### config.mk
export PLATFORM = sky130hd
export DESIGN_NAME = dsadc_ctrl
export DESIGN_NICKNAME = d
export VERILOG_FILES = /design/src/rtl/dsadc_pkg.sv /design/src/rtl/dsadc_sync.sv /design/src/rtl/dsadc_counter.sv /design/src/rtl/dsadc_ctrl.sv
export SDC_FILE = /design/constraint.sdc
export NUM_CORES = 1
export LEC_CHECK = 0
export ABC_CLOCK_PERIOD_IN_PS = 2400
export CORE_MARGIN = 8
export CORE_UTILIZATION = 53
export CTS_CLUSTER_SIZE = 8
export DETAILED_ROUTE_END_ITERATION = 7
export PLACE_DENSITY_LB_ADDON = 0.2
export SLEW_MARGIN = 20
export SYNTH_ARGS = -nofsm -noshare
export SYNTH_HDL_FRONTEND = slang
export SYNTH_SLANG_ARGS = --single-unit
### constraint.sdc
create_clock -name clk -period 2.4 [get_ports clk]
set_input_delay 0.48 -clock clk [delete_from_list [all_inputs] [get_ports clk]]
set_output_delay 0.48 -clock clk [all_outputs]
set_load 0.02 [all_outputs]
### src/rtl/dsadc_pkg.sv
package dsadc_pkg;

    typedef enum logic [2:0] {
        ST_IDLE  = 3'd0,
        ST_AZERO = 3'd1,
        ST_GAP_A = 3'd2,
        ST_INTEG = 3'd3,
        ST_GAP_B = 3'd4,
        ST_DEINT = 3'd5,
        ST_DONE  = 3'd6
    } dsadc_state_e;

endpackage

### src/rtl/dsadc_sync.sv
// Multi-stage level synchroniser for the asynchronous comparator output.
module dsadc_sync #(
    parameter int STAGES = 2
) (
    input  logic clk,
    input  logic rst_n,
    input  logic d,
    output logic q
);
    logic [STAGES-1:0] stg;

    always_ff @(posedge clk or negedge rst_n) begin
        if (!rst_n) begin
            stg <= '0;
        end else begin
            stg[0] <= d;
            for (int i = 1; i < STAGES; i++) begin
                stg[i] <= stg[i-1];
            end
        end
    end

    assign q = stg[STAGES-1];
endmodule

### src/rtl/dsadc_counter.sv
// Phase counter shared by all timed phases; synchronous clear wins over count.
module dsadc_counter #(
    parameter int W = 8
) (
    input  logic         clk,
    input  logic         rst_n,
    input  logic         clr,
    input  logic         en,
    output logic [W-1:0] q
);
    always_ff @(posedge clk or negedge rst_n) begin
        if (!rst_n) begin
            q <= '0;
        end else if (clr) begin
            q <= '0;
        end else if (en) begin
            q <= q + W'(1);
        end
    end
endmodule

### src/rtl/dsadc_ctrl.sv
// Dual-slope integrating converter sequencer (top).
module dsadc_ctrl
    import dsadc_pkg::*;
#(
    parameter int CNT_W  = 6,
    parameter int AZ_W   = 4,
    parameter int SYNC_N = 2
) (
    input  logic             clk,
    input  logic             rst_n,
    input  logic             start,
    input  logic [AZ_W-1:0]  az_len,
    input  logic             cmp_in,
    output logic             sw_reset,
    output logic             sw_input,
    output logic             sw_ref,
    output logic [CNT_W:0]   result,
    output logic             overrange,
    output logic             valid
);
    localparam int NMAX   = 1 << CNT_W;
    localparam int RES_W  = CNT_W + 1;
    localparam int DCNT_W = CNT_W + 2;
    localparam int CW     = (DCNT_W > AZ_W) ? DCNT_W : AZ_W;
    localparam logic [CW-1:0] INT_LAST = CW'(NMAX - 1);
    localparam logic [CW-1:0] TMO_CNT  = CW'(NMAX + SYNC_N);
    localparam logic [CW-1:0] SYNC_CNT = CW'(SYNC_N);

    dsadc_state_e state_q, state_nx;

    logic [CW-1:0]   cnt;
    logic            cnt_clr;
    logic            cmp_s;
    logic [AZ_W-1:0] az_q;
    logic [CW-1:0]   az_last;
    logic            hit;
    logic            tmo;

    // ---- comparator synchroniser ----
    dsadc_sync #(.STAGES(SYNC_N)) u_sync (
        .clk   (clk),
        .rst_n (rst_n),
        .d     (cmp_in),
        .q     (cmp_s)
    );

    // ---- shared phase counter: restarts on every state change ----
    assign cnt_clr = (state_nx != state_q);

    dsadc_counter #(.W(CW)) u_cnt (
        .clk   (clk),
        .rst_n (rst_n),
        .clr   (cnt_clr),
        .en    (1'b1),
        .q     (cnt)
    );

    // ---- discharge length captured at start ----
    always_ff @(posedge clk or negedge rst_n) begin
        if (!rst_n) begin
            az_q <= '0;
        end else if (state_q == ST_IDLE && start) begin
            az_q <= az_len;
        end
    end

    assign az_last = (az_q == '0) ? '0 : (CW'(az_q) - CW'(1));

    // ---- de-integration events ----
    // Synchroniser contents are ignored until SYNC_N cycles into DEINT, so
    // only comparator samples taken within the phase can stop the count.
    assign hit = cmp_s && (cnt >= SYNC_CNT);
    assign tmo = (cnt == TMO_CNT);

    // ---- next-state logic ----
    always_comb begin
        state_nx = state_q;
        unique case (state_q)
            ST_IDLE:  if (start)              state_nx = ST_AZERO;
            ST_AZERO: if (cnt == az_last)     state_nx = ST_GAP_A;
            ST_GAP_A:                         state_nx = ST_INTEG;
            ST_INTEG: if (cnt == INT_LAST)    state_nx = ST_GAP_B;
            ST_GAP_B:                         state_nx = ST_DEINT;
            ST_DEINT: if (hit || tmo)         state_nx = ST_DONE;
            ST_DONE:                          state_nx = ST_IDLE;
            default:                          state_nx = ST_IDLE;
        endcase
    end

    // ---- state register ----
    always_ff @(posedge clk or negedge rst_n) begin
        if (!rst_n) begin
            state_q <= ST_IDLE;
        end else begin
            state_q <= state_nx;
        end
    end

    // ---- result register: crossing takes priority over the timeout ----
    always_ff @(posedge clk or negedge rst_n) begin
        if (!rst_n) begin
            result    <= '0;
            overrange <= 1'b0;
        end else if (state_q == ST_DEINT) begin
            if (hit) begin
                result    <= RES_W'(cnt - SYNC_CNT);
                overrange <= 1'b0;
            end else if (tmo) begin
                result    <= '1;
                overrange <= 1'b1;
            end
        end
    end

    // ---- Moore outputs ----
    always_comb begin
        sw_reset = 1'b0;
        sw_input = 1'b0;
        sw_ref   = 1'b0;
        valid    = 1'b0;
        unique case (state_q)
            ST_AZERO: sw_reset = 1'b1;
            ST_INTEG: sw_input = 1'b1;
            ST_DEINT: sw_ref   = 1'b1;
            ST_DONE:  valid    = 1'b1;
            default:  ;
        endcase
    end
endmodule

==> impl_results.md, run 1 <==
- DRT antenna net count: 0
- Layout cells sized above 1: 0.168
- Flop2flop setup slack: 0.20 ns
- Finished Cell Area: ~0.0016 mm²
- Status: finished clean
- CP Max Fanout: 9
- Die area: 0.00459 mm²
- Synthesized Nets: 145
- Crit path capture type: output port
- GR Overflow Total: 0
- Ys async rst share: 1.00
- Most frequent cells in the layout: dfrtp_1 (22), clkdlybuf4s50_1 (18), nand2_1 (12)
- Slew Limit Fails: 0
- Final period utilization: 0.920
- Register area: 629 µm²
- Worst slew pin tran: 0.480 ns
- Hold Path Class: flip-flop to flip-flop
- Yosys top cell by area: dfrtp_1
- Initial antenna violation count: 0
- Area of the multi-input gates: 714 µm²
- Post-synth top area share: 0.441
- CP Launch Point: state_q[1]
- Final Hold Viols: 0
- Rows: 18
- Core box area: 0.00250 mm²
- CTS Hold Bufs: 0
- Placed cells: ~180
- Drt initial violations: 47
- Mapped Avg Cell Area: 10.7 µm²
- Die W: 67.8 µm
- WP data arrival: 1.73 ns
- Cell Area, Placed: 0.00160 mm²
- First-pass GRT wire length: 4890 µm
- Area grow syn2layout: 14.9%
- Unique masters post-synth: 44
- Clk_lat worst skew: 0.33 ns
- EDFF count, synth: 0
- Power Dens Cells: 912 mW/mm²
- DRC: 0
- Total GRT Usage: 0.139
- Resized Gates After CTS: 0
- # Post-CTS Setup Buffers: 0
- Synth Warn #: 0
- Hold_ws: 0.379 ns
- Drt first pass iters: 4
- CTS max path bufs: 2
- DR WL/cell: 16.2 µm
- Critical Path Start Type: flip-flop
- Leak pwr: around 0.0007 µW
- Yosys reg bits: 25
- Final cell count without fillers: 179
- Gpl congestion: 0.853
- Initial Utilization: 0.568
- Routed Wire Length: 2900 µm
- R2R Path End: u_cnt.q[7]
- Most common cell after layout, fill and taps aside: dfrtp_1
- Ranking of synthesized cells by area: dfrtp_1 (44%), a2bb2oi_1 (3.7%), xnor2_1 (3.7%)
- Hold path start: u_sync.stg[0]
- Final setup viols: 0
- Final Skew: 0.0116 ns
- Num CTS Buffers: 3
- Synth Cell Area: roughly 0.0014 mm²
- Clk pin slew, worst setup/hold paths: 0.15 ns
- Nets@finish: 162
- Height of the die: between 60 and 70 µm
- CTS root buf: clkbuf_4
- Rel. slew slack: 0.679
- Syn Inst Count: 133
- Largest net degree at the start of global routing: 26
- Port buffer count: 19
- Worst Hold End: u_sync.stg[1]
- Sequential cell area fraction in the yosys report: 0.441
- Clock Sinks: 25
- Reg2Reg Depth: 6
- HPWL Detailed: 2140 µm
- Hold Crit Depth: 0
- Min Clock Period, post-route: 2.21 ns
- Antenna diodes: 0
- Layout filler cell count: 204
- Most used DFF post-synth: dfrtp_1
- CTS tree: built
- Vias in the first global route: around 1000
- Crit path kind: flip-flop to output port
- Via-per-instance ratio: between 5 and 6
- Top Ports: 20
- RSZ-0062 raised after global routing: false
- DR vias: between 1000 and 1500
- Total of max-cap violations: 0
- H-tree Lvls: 1
- Setup TNS: 0 ns
- Worst Path Required: 1.92 ns
- Max frequency: 0.453 GHz
- Peak supply drop: approximately 0.00066 V
- FF-to-FF Start: u_cnt.q[1]
[where the power goes]
| part | internal, µW | switching, µW |
|---|---|---|
| logic | 310 | 325 |
| registers | 501 | 159 |
| clock network | 62.5 | 132 |
[synthesized netlist by cell type, drive strengths merged, types with 2 or more instances]
cell / count
dfrtp: 25
nand2: 12
a21oi: 10
nor2: 9
a2bb2oi: 6
inv: 6
nor3: 6
xnor2: 6
mux2: 5
a211oi: 4
buf: 4
clkbuf: 4
ha: 4
o21ai: 4
xor2: 4
and3: 2
nand3: 2
nor2b: 2
nor4b: 2
o21a: 2
[routing by layer]
layer,global-route usage,vias to the layer above,routed length [µm]
li1,-,499,-
met1,0.176,511,1300
met2,0.226,25,1410
met3,0.0430,4,157
met4,0.0313,0,30
met5,0,-,0
[sequential cells by signal, indices dropped and copies added (netlist names)]
| name | cells |
|---|---|
| az_q | 4 |
| overrange | 1 |
| result | 7 |
| state_q | 3 |
| u_cnt.q | 8 |
| u_sync.stg | 2 |
[stage by stage]
stage                      util  setup slack (ns)  total power [µW]
after floorplan               -             0.539              1160
after global placement    0.639             0.433              1270
after detailed placement  0.639             0.260              1290
after CTS                 0.650            0.0460              1490
after global routing      0.653           0.00660              1590
final                     0.653             0.193              1490
[cells by family after synthesis]
group / synth area share
and+or+nand+nor: 0.192
adders and majority gates: 0.0352
buffers and inverters: 0.0564
AOI/OAI and AO/OA: 0.165
xor gates and xnor gates: 0.0617
muxes: 0.0493
DFF: 0.441
[final cells by class]
cell class | instances | share of cell area
clock buffer | 3 | 0.0138
clock inverter | 1 | 0.00307
inverter | 6 | 0.0138
multi-input combinational | 94 | 0.438
sequential | 25 | 0.386
tap | 30 | 0.0230
timing repair buffer | 20 | 0.123
[how the worst max path moves through the flow]
stage,slack [ns],endpoint,cells after the start
floorplan,0.54,result[1],6
global placement,0.43,u_cnt.q[7],6
detailed placement,0.26,u_cnt.q[5],6
CTS,0.05,sw_reset,3
global route,0.007,u_cnt.q[7],6
finish,0.19,sw_ref,3
[worst max-delay path, cell delays in order, from the launching register on]
cell,delay [ns]
dfrtp_2,0.49
nand3b_4,0.22
inv_1,0.09
clkdlybuf4s50_1,0.60
No activity file was read; power rests on OpenSTA's default activity.
==> run 2, diff against run 1 <==
CAP_MARGIN = 20   (was default)
GPL_TIMING_DRIVEN = 0   (was default)
==> run 2 against run 1 <==
Compared with the run above:
- first-iteration DRC count up 53%
- combinational power up 19%
- worst hold slack worse by 0.26 ns
- clock power fell by 3%
- largest cell class unchanged
==> impl_results.md, run 2 (synthesis gave the netlist of run 1 again) <==
- Status: finished clean
- Gpl congestion: 0.793
- Largest net degree at the start of global routing: 26
- Rows: 18
- Initial Utilization: 0.568
- GR Overflow Total: 0
- Critical Path Start Type: flip-flop
- RSZ-0062 raised after global routing: false
- Die W: between 60 and 70 µm
- Power Dens Cells: 915 mW/mm²
- Max frequency: 0.446 GHz
- Drt initial violations: 72
- R2R Path End: u_cnt.q[7]
- DRC: 0
- CTS Hold Bufs: 0
- Nets@finish: between 150 and 200
- Total GRT Usage: 0.142
- Total of max-cap violations: 0
- Layout cells sized above 1: 0.179
- Final setup viols: 0
- Rel. slew slack: 0.637
- Most flop-heavy register: u_cnt.q
- DRT antenna net count: 0
- Crit path kind: flip-flop to output port
- Final period utilization: 0.933
- Max reg flops: 8
- Min Clock Period, post-route: approximately 2.2 ns
- Crit path to: sw_ref
- Height of the die: 67.8 µm
- CP Launch Point: state_q[1]
- Crit path capture type: output port
- Clk pin slew, worst setup/hold paths: 0.14 ns
- Hold Path Class: input port to asynchronous set/reset pin
- Setup TNS: 0 ns
- Total power: 1540 µW
- Final Skew: between 0.002 and 0.003 ns
- Reg2Reg Depth: 6
- Initial antenna violation count: 0
- CP Max Fanout: 9
- Worst slew pin tran: 0.544 ns
- DR vias: 1055
- Biggest regs: u_cnt.q x8, result x7, az_q x4
- Drt first pass iters: 4
- FF-to-FF Start: u_cnt.q[1]
- CTS root buf: clkbuf_4
- Antenna diodes: 0
- CTS tree: built
- Flop2flop setup slack: 0.27 ns
- Die area: 0.00459 mm²
- Final Hold Viols: 0
- Routed Wire Length: 2850 µm
- Peak supply drop: 0.000870 V
- Leak pwr: 0.000748 µW
- Clk_lat worst skew: 0.31 ns
- Area grow syn2layout: 18.2%
- Num CTS Buffers: 3
- Worst Path Required: around 1.9 ns
- Top Ports: 20
- Slew Limit Fails: 0
- First-pass GRT wire length: 5030 µm
- Most common cell after layout, fill and taps aside: dfrtp_1
- Via-per-instance ratio: 5.67
- DR WL/cell: 15.3 µm
- WP data arrival: about 1.8 ns
- Clock Sinks: 25
- HPWL Detailed: 2160 µm
- H-tree Lvls: 1
- Port buffer count: 19
- Most frequent cells in the layout: dfrtp_1 (25), clkdlybuf4s50_1 (17), nand2_1 (12)
- Vias in the first global route: about 1100
- CTS max path bufs: 2
- Core box area: 0.00250 mm²
==> run 2: changes by cell type in the layout (fill, tap and decap cells not counted), sizes merged <==
cell           delta
clkbuf            +4
clkdlybuf4s50     -1
buf               +4
==> run 2: cell type report <==
class | instances | area [µm²]
well taps | 30 | 37.5
repair buffers | 19 | 188
multi-input cells | 94 | 721
fillers | 185 | 821
inverters | 6 | 22.5
flip-flops and latches | 25 | 626
clock inverters | 1 | 5.00
plain buffers | 8 | 57.6
clock buffers | 3 | 22.5
==> run 2: through the flow <==
step	util	cell area, µm²	hold WS (ns)	std cells	setup WS [ns]
2_1_floorplan	-	1420	0.184	133	0.539
3_3_place_gp	0.659	1650	0.346	182	0.230
3_5_place_dp	0.659	1650	0.337	182	0.139
4_1_cts	0.670	1680	0.369	186	0.0579
5_1_grt	0.672	1680	0.174	186	0.0913
6_report	0.672	1680	0.123	186	0.160
==> run 2: worst max-delay path: stages, from the launching register on <==
cell and delay [ns]:
dfrtp_1 0.39, buf_4 0.16, nand3b_4 0.20, inv_1 0.10
clkdlybuf4s50_1 0.60
==> run 2: timing repair <==
item | 4_1_cts | 5_1_grt
endpoints found under the setup margin | 0 | 9
gates resized for setup | 0 | 2
setup buffers | 0 | 0
==> run 2: worst min path at each step <==
stage	start	end	slack, ns	cells past startpoint
after floorplan	rst_n	az_q[0]	0.18	0
after global placement	u_sync.stg[0]	u_sync.stg[1]	0.35	0
after detailed placement	u_sync.stg[0]	u_sync.stg[1]	0.34	0
after CTS	u_sync.stg[0]	u_sync.stg[1]	0.37	0
after global routing	rst_n	result[1]	0.17	1
final	rst_n	state_q[2]	0.12	1
==> run 2: power breakdown <==
group	leakage [µW]	total (µW)	internal [µW]	switching [µW]
Combinational	0.000406	757	346	412
Sequential	0.000324	589	498	91.4
Clock	0.0000177	189	62.4	127
Total	0.000748	1540	906	630
==> run 2: routing by layer <==
layer  vias to the layer above  share of wire  track usage
li1                        518              -            -
met1                       504           0.43        0.163
met2                        29           0.50        0.254
met3                         4          0.054       0.0232
met4                         0         0.0088       0.0548
met5                         -              0            0
==> run 3, diff against run 2 <==
CORE_MARGIN = 4   (was 8)
==> run 3 against run 2 <==
Compared with the run above:
- die area decreased by 22%
- clock skew grew 0.00068 ns
- global-route usage grew 3.5 points
- largest cell class unchanged
- critical endpoint unchanged
- highest routed layer unchanged
==> impl_results.md, run 3 (synthesis gave the netlist of run 1 again) <==
- P_int: between 900 and 1000 µW
- Initial Utilization: 0.563
- RSZ-0062 raised after global routing: false
- CP Max Fanout: 9
- DR vias: 1069
- Critical Path, Cell by Cell: buf_4 > nand3b_4 > inv_1 > clkdlybuf4s50_1
- Most frequent cells in the layout: dfrtp_1 (25), clkdlybuf4s50_1 (17), nand2_1 (12)
- Worst Path Required: 1.92 ns
- Setup ws final: 0.172 ns
- Crit path kind: flip-flop to output port
- Slowest CP cell: clkdlybuf4s50_1
- Initial antenna violation count: 0
- Worst slew pin tran: approximately 0.55 ns
- Cell Area, Placed: 0.00165 mm²
- Slew Limit Fails: 0
- Sequential group share of total power: 0.386
- Rows: 18
- Critical Path Start Type: flip-flop
- Core box area: 0.00252 mm²
- Peak supply drop: 0.000641 V
- Clk_lat worst skew: between 0.3 and 0.4 ns
- CTS max path bufs: 2
- Clock Power Share: 0.124
- Switching pwr: 621 µW
- Most flop-heavy register: u_cnt.q
- Switching Share: 0.407
- CTS tree: built
- Rel. slew slack: 0.635
- DR WL/cell: 15.0 µm
- Leak pwr: 0.000745 µW
- Final setup viols: 0
- Flop2flop setup slack: 0.26 ns
- CTS root buf: clkbuf_4
- FF-to-FF Start: u_cnt.q[1]
- Area grow syn2layout: 18.1%
- CP Launch Point: state_q[1]
- Layout filler cell count: 202
- First-pass GRT wire length: 4710 µm
- Finished Cell Area: 0.00168 mm²
- DRC: 0
- Setup TNS: 0 ns
- Max frequency: 0.449 GHz
- Most common cell after layout, fill and taps aside: dfrtp_1
- Total GRT Usage: 0.176
- Routed Wire Length: 2780 µm
- Via-per-instance ratio: between 5 and 6
- Max reg flops: 8
- Die area: between 0.003 and 0.004 mm²
- Status: finished clean
- Num CTS Buffers: 3
- Pre-CTS WS: 0.132 ns
- Total of max-cap violations: 0
- Crit path capture type: output port
- R2R Path End: u_cnt.q[3]
- Min Clock Period, post-route: 2.23 ns
- Drt first pass iters: 4
- Power Dens Cells: 911 mW/mm²
- Gpl congestion: around 0.9
- Final Hold Viols: 0
- Final Skew: approximately 0.0034 ns
- DRT antenna net count: 0
- Drt initial violations: 28
- HPWL Detailed: about 2100 µm
- H-tree Lvls: 1
- Layout cells sized above 1: 0.173
- WP data arrival: 1.75 ns
- Biggest regs: u_cnt.q x8, result x7, az_q x4
- Clock Sinks: 25
- Logic pwr share: 0.490
- CP max stage delay: roughly 0.60 ns
- Hold Path Class: input port to asynchronous set/reset pin
- GR Overflow Total: 0
- Vias in the first global route: between 1000 and 1500
- Largest net degree at the start of global routing: 26
- Crit path to: sw_ref
- Reg2Reg Depth: 6
- Die W: 59.8 µm
- CTS Hold Bufs: 0
- Clk pin slew, worst setup/hold paths: roughly 0.13 ns
- Final period utilization: 0.928
- Height of the die: 59.8 µm
- Port buffer count: 19
- Antenna diodes: 0
- Top Ports: 20
- Nets@finish: 169
run 3: worst max-delay path, delay by kind of cell (launching register included):
| family | cells | cell delay [ns] |
|---|---|---|
| buffers and inverters | 3 | 0.85 |
| flip-flops | 1 | 0.39 |
| AND/OR/NAND/NOR | 1 | 0.20 |
run 3: area by class of cell:
cell class | instances | area [µm²] | share of cell area
multi-input cells | 94 | 721 | 0.430
flip-flops and latches | 25 | 626 | 0.373
repair buffers | 19 | 188 | 0.112
plain buffers | 8 | 57.6 | 0.0343
well taps | 30 | 37.5 | 0.0224
clock buffers | 4 | 26.3 | 0.0157
inverters | 6 | 22.5 | 0.0134
run 3: metrics by stage:
| stage | std cells | total power, µW | util | hold slack, ns |
|---|---|---|---|---|
| 3_3_place_gp | 182 | 1310 | 0.653 | 0.342 |
| 5_1_grt | 186 | 1650 | 0.665 | 0.152 |
| 4_1_cts | 186 | 1530 | 0.664 | 0.378 |
| 6_report | 186 | 1530 | 0.665 | 0.120 |
| 2_1_floorplan | 133 | 1160 | - | 0.184 |
| 3_5_place_dp | 182 | 1340 | 0.653 | 0.338 |
run 3: what timing repair did:
item / 4_1_cts / 5_1_grt
buffers inserted: 0 / 0
resized for setup: 0 / 2
endpoints found under the setup margin: 0 / 8
run 3: how the worst min path moves through the flow:
stage,depth (start not counted),slack [ns],startpoint,endpoint
finish,1,0.12,rst_n,state_q[2]
global route,1,0.15,rst_n,az_q[1]
CTS,0,0.38,u_sync.stg[0],u_sync.stg[1]
detailed placement,0,0.34,u_sync.stg[0],u_sync.stg[1]
global placement,0,0.34,u_sync.stg[0],u_sync.stg[1]
floorplan,0,0.18,rst_n,az_q[0]
run 3: power by group through the flow:
stage / Combinational [µW] / Sequential [µW] / Clock, µW
final: 749 / 590 / 190
after global routing: 836 / 605 / 213
after CTS: 748 / 589 / 196
after detailed placement: 746 / 598 / 0
after global placement: 720 / 593 / 0
after floorplan: 587 / 572 / 0
run 3: routing by layer:
metal | vias to the layer above | track usage | share of wire
li1 | 519 | - | -
met1 | 523 | 0.229 | 0.45
met2 | 23 | 0.290 | 0.50
met3 | 4 | 0.0475 | 0.043
met4 | 0 | 0.0443 | 0.0093
met5 | - | 0 | 0
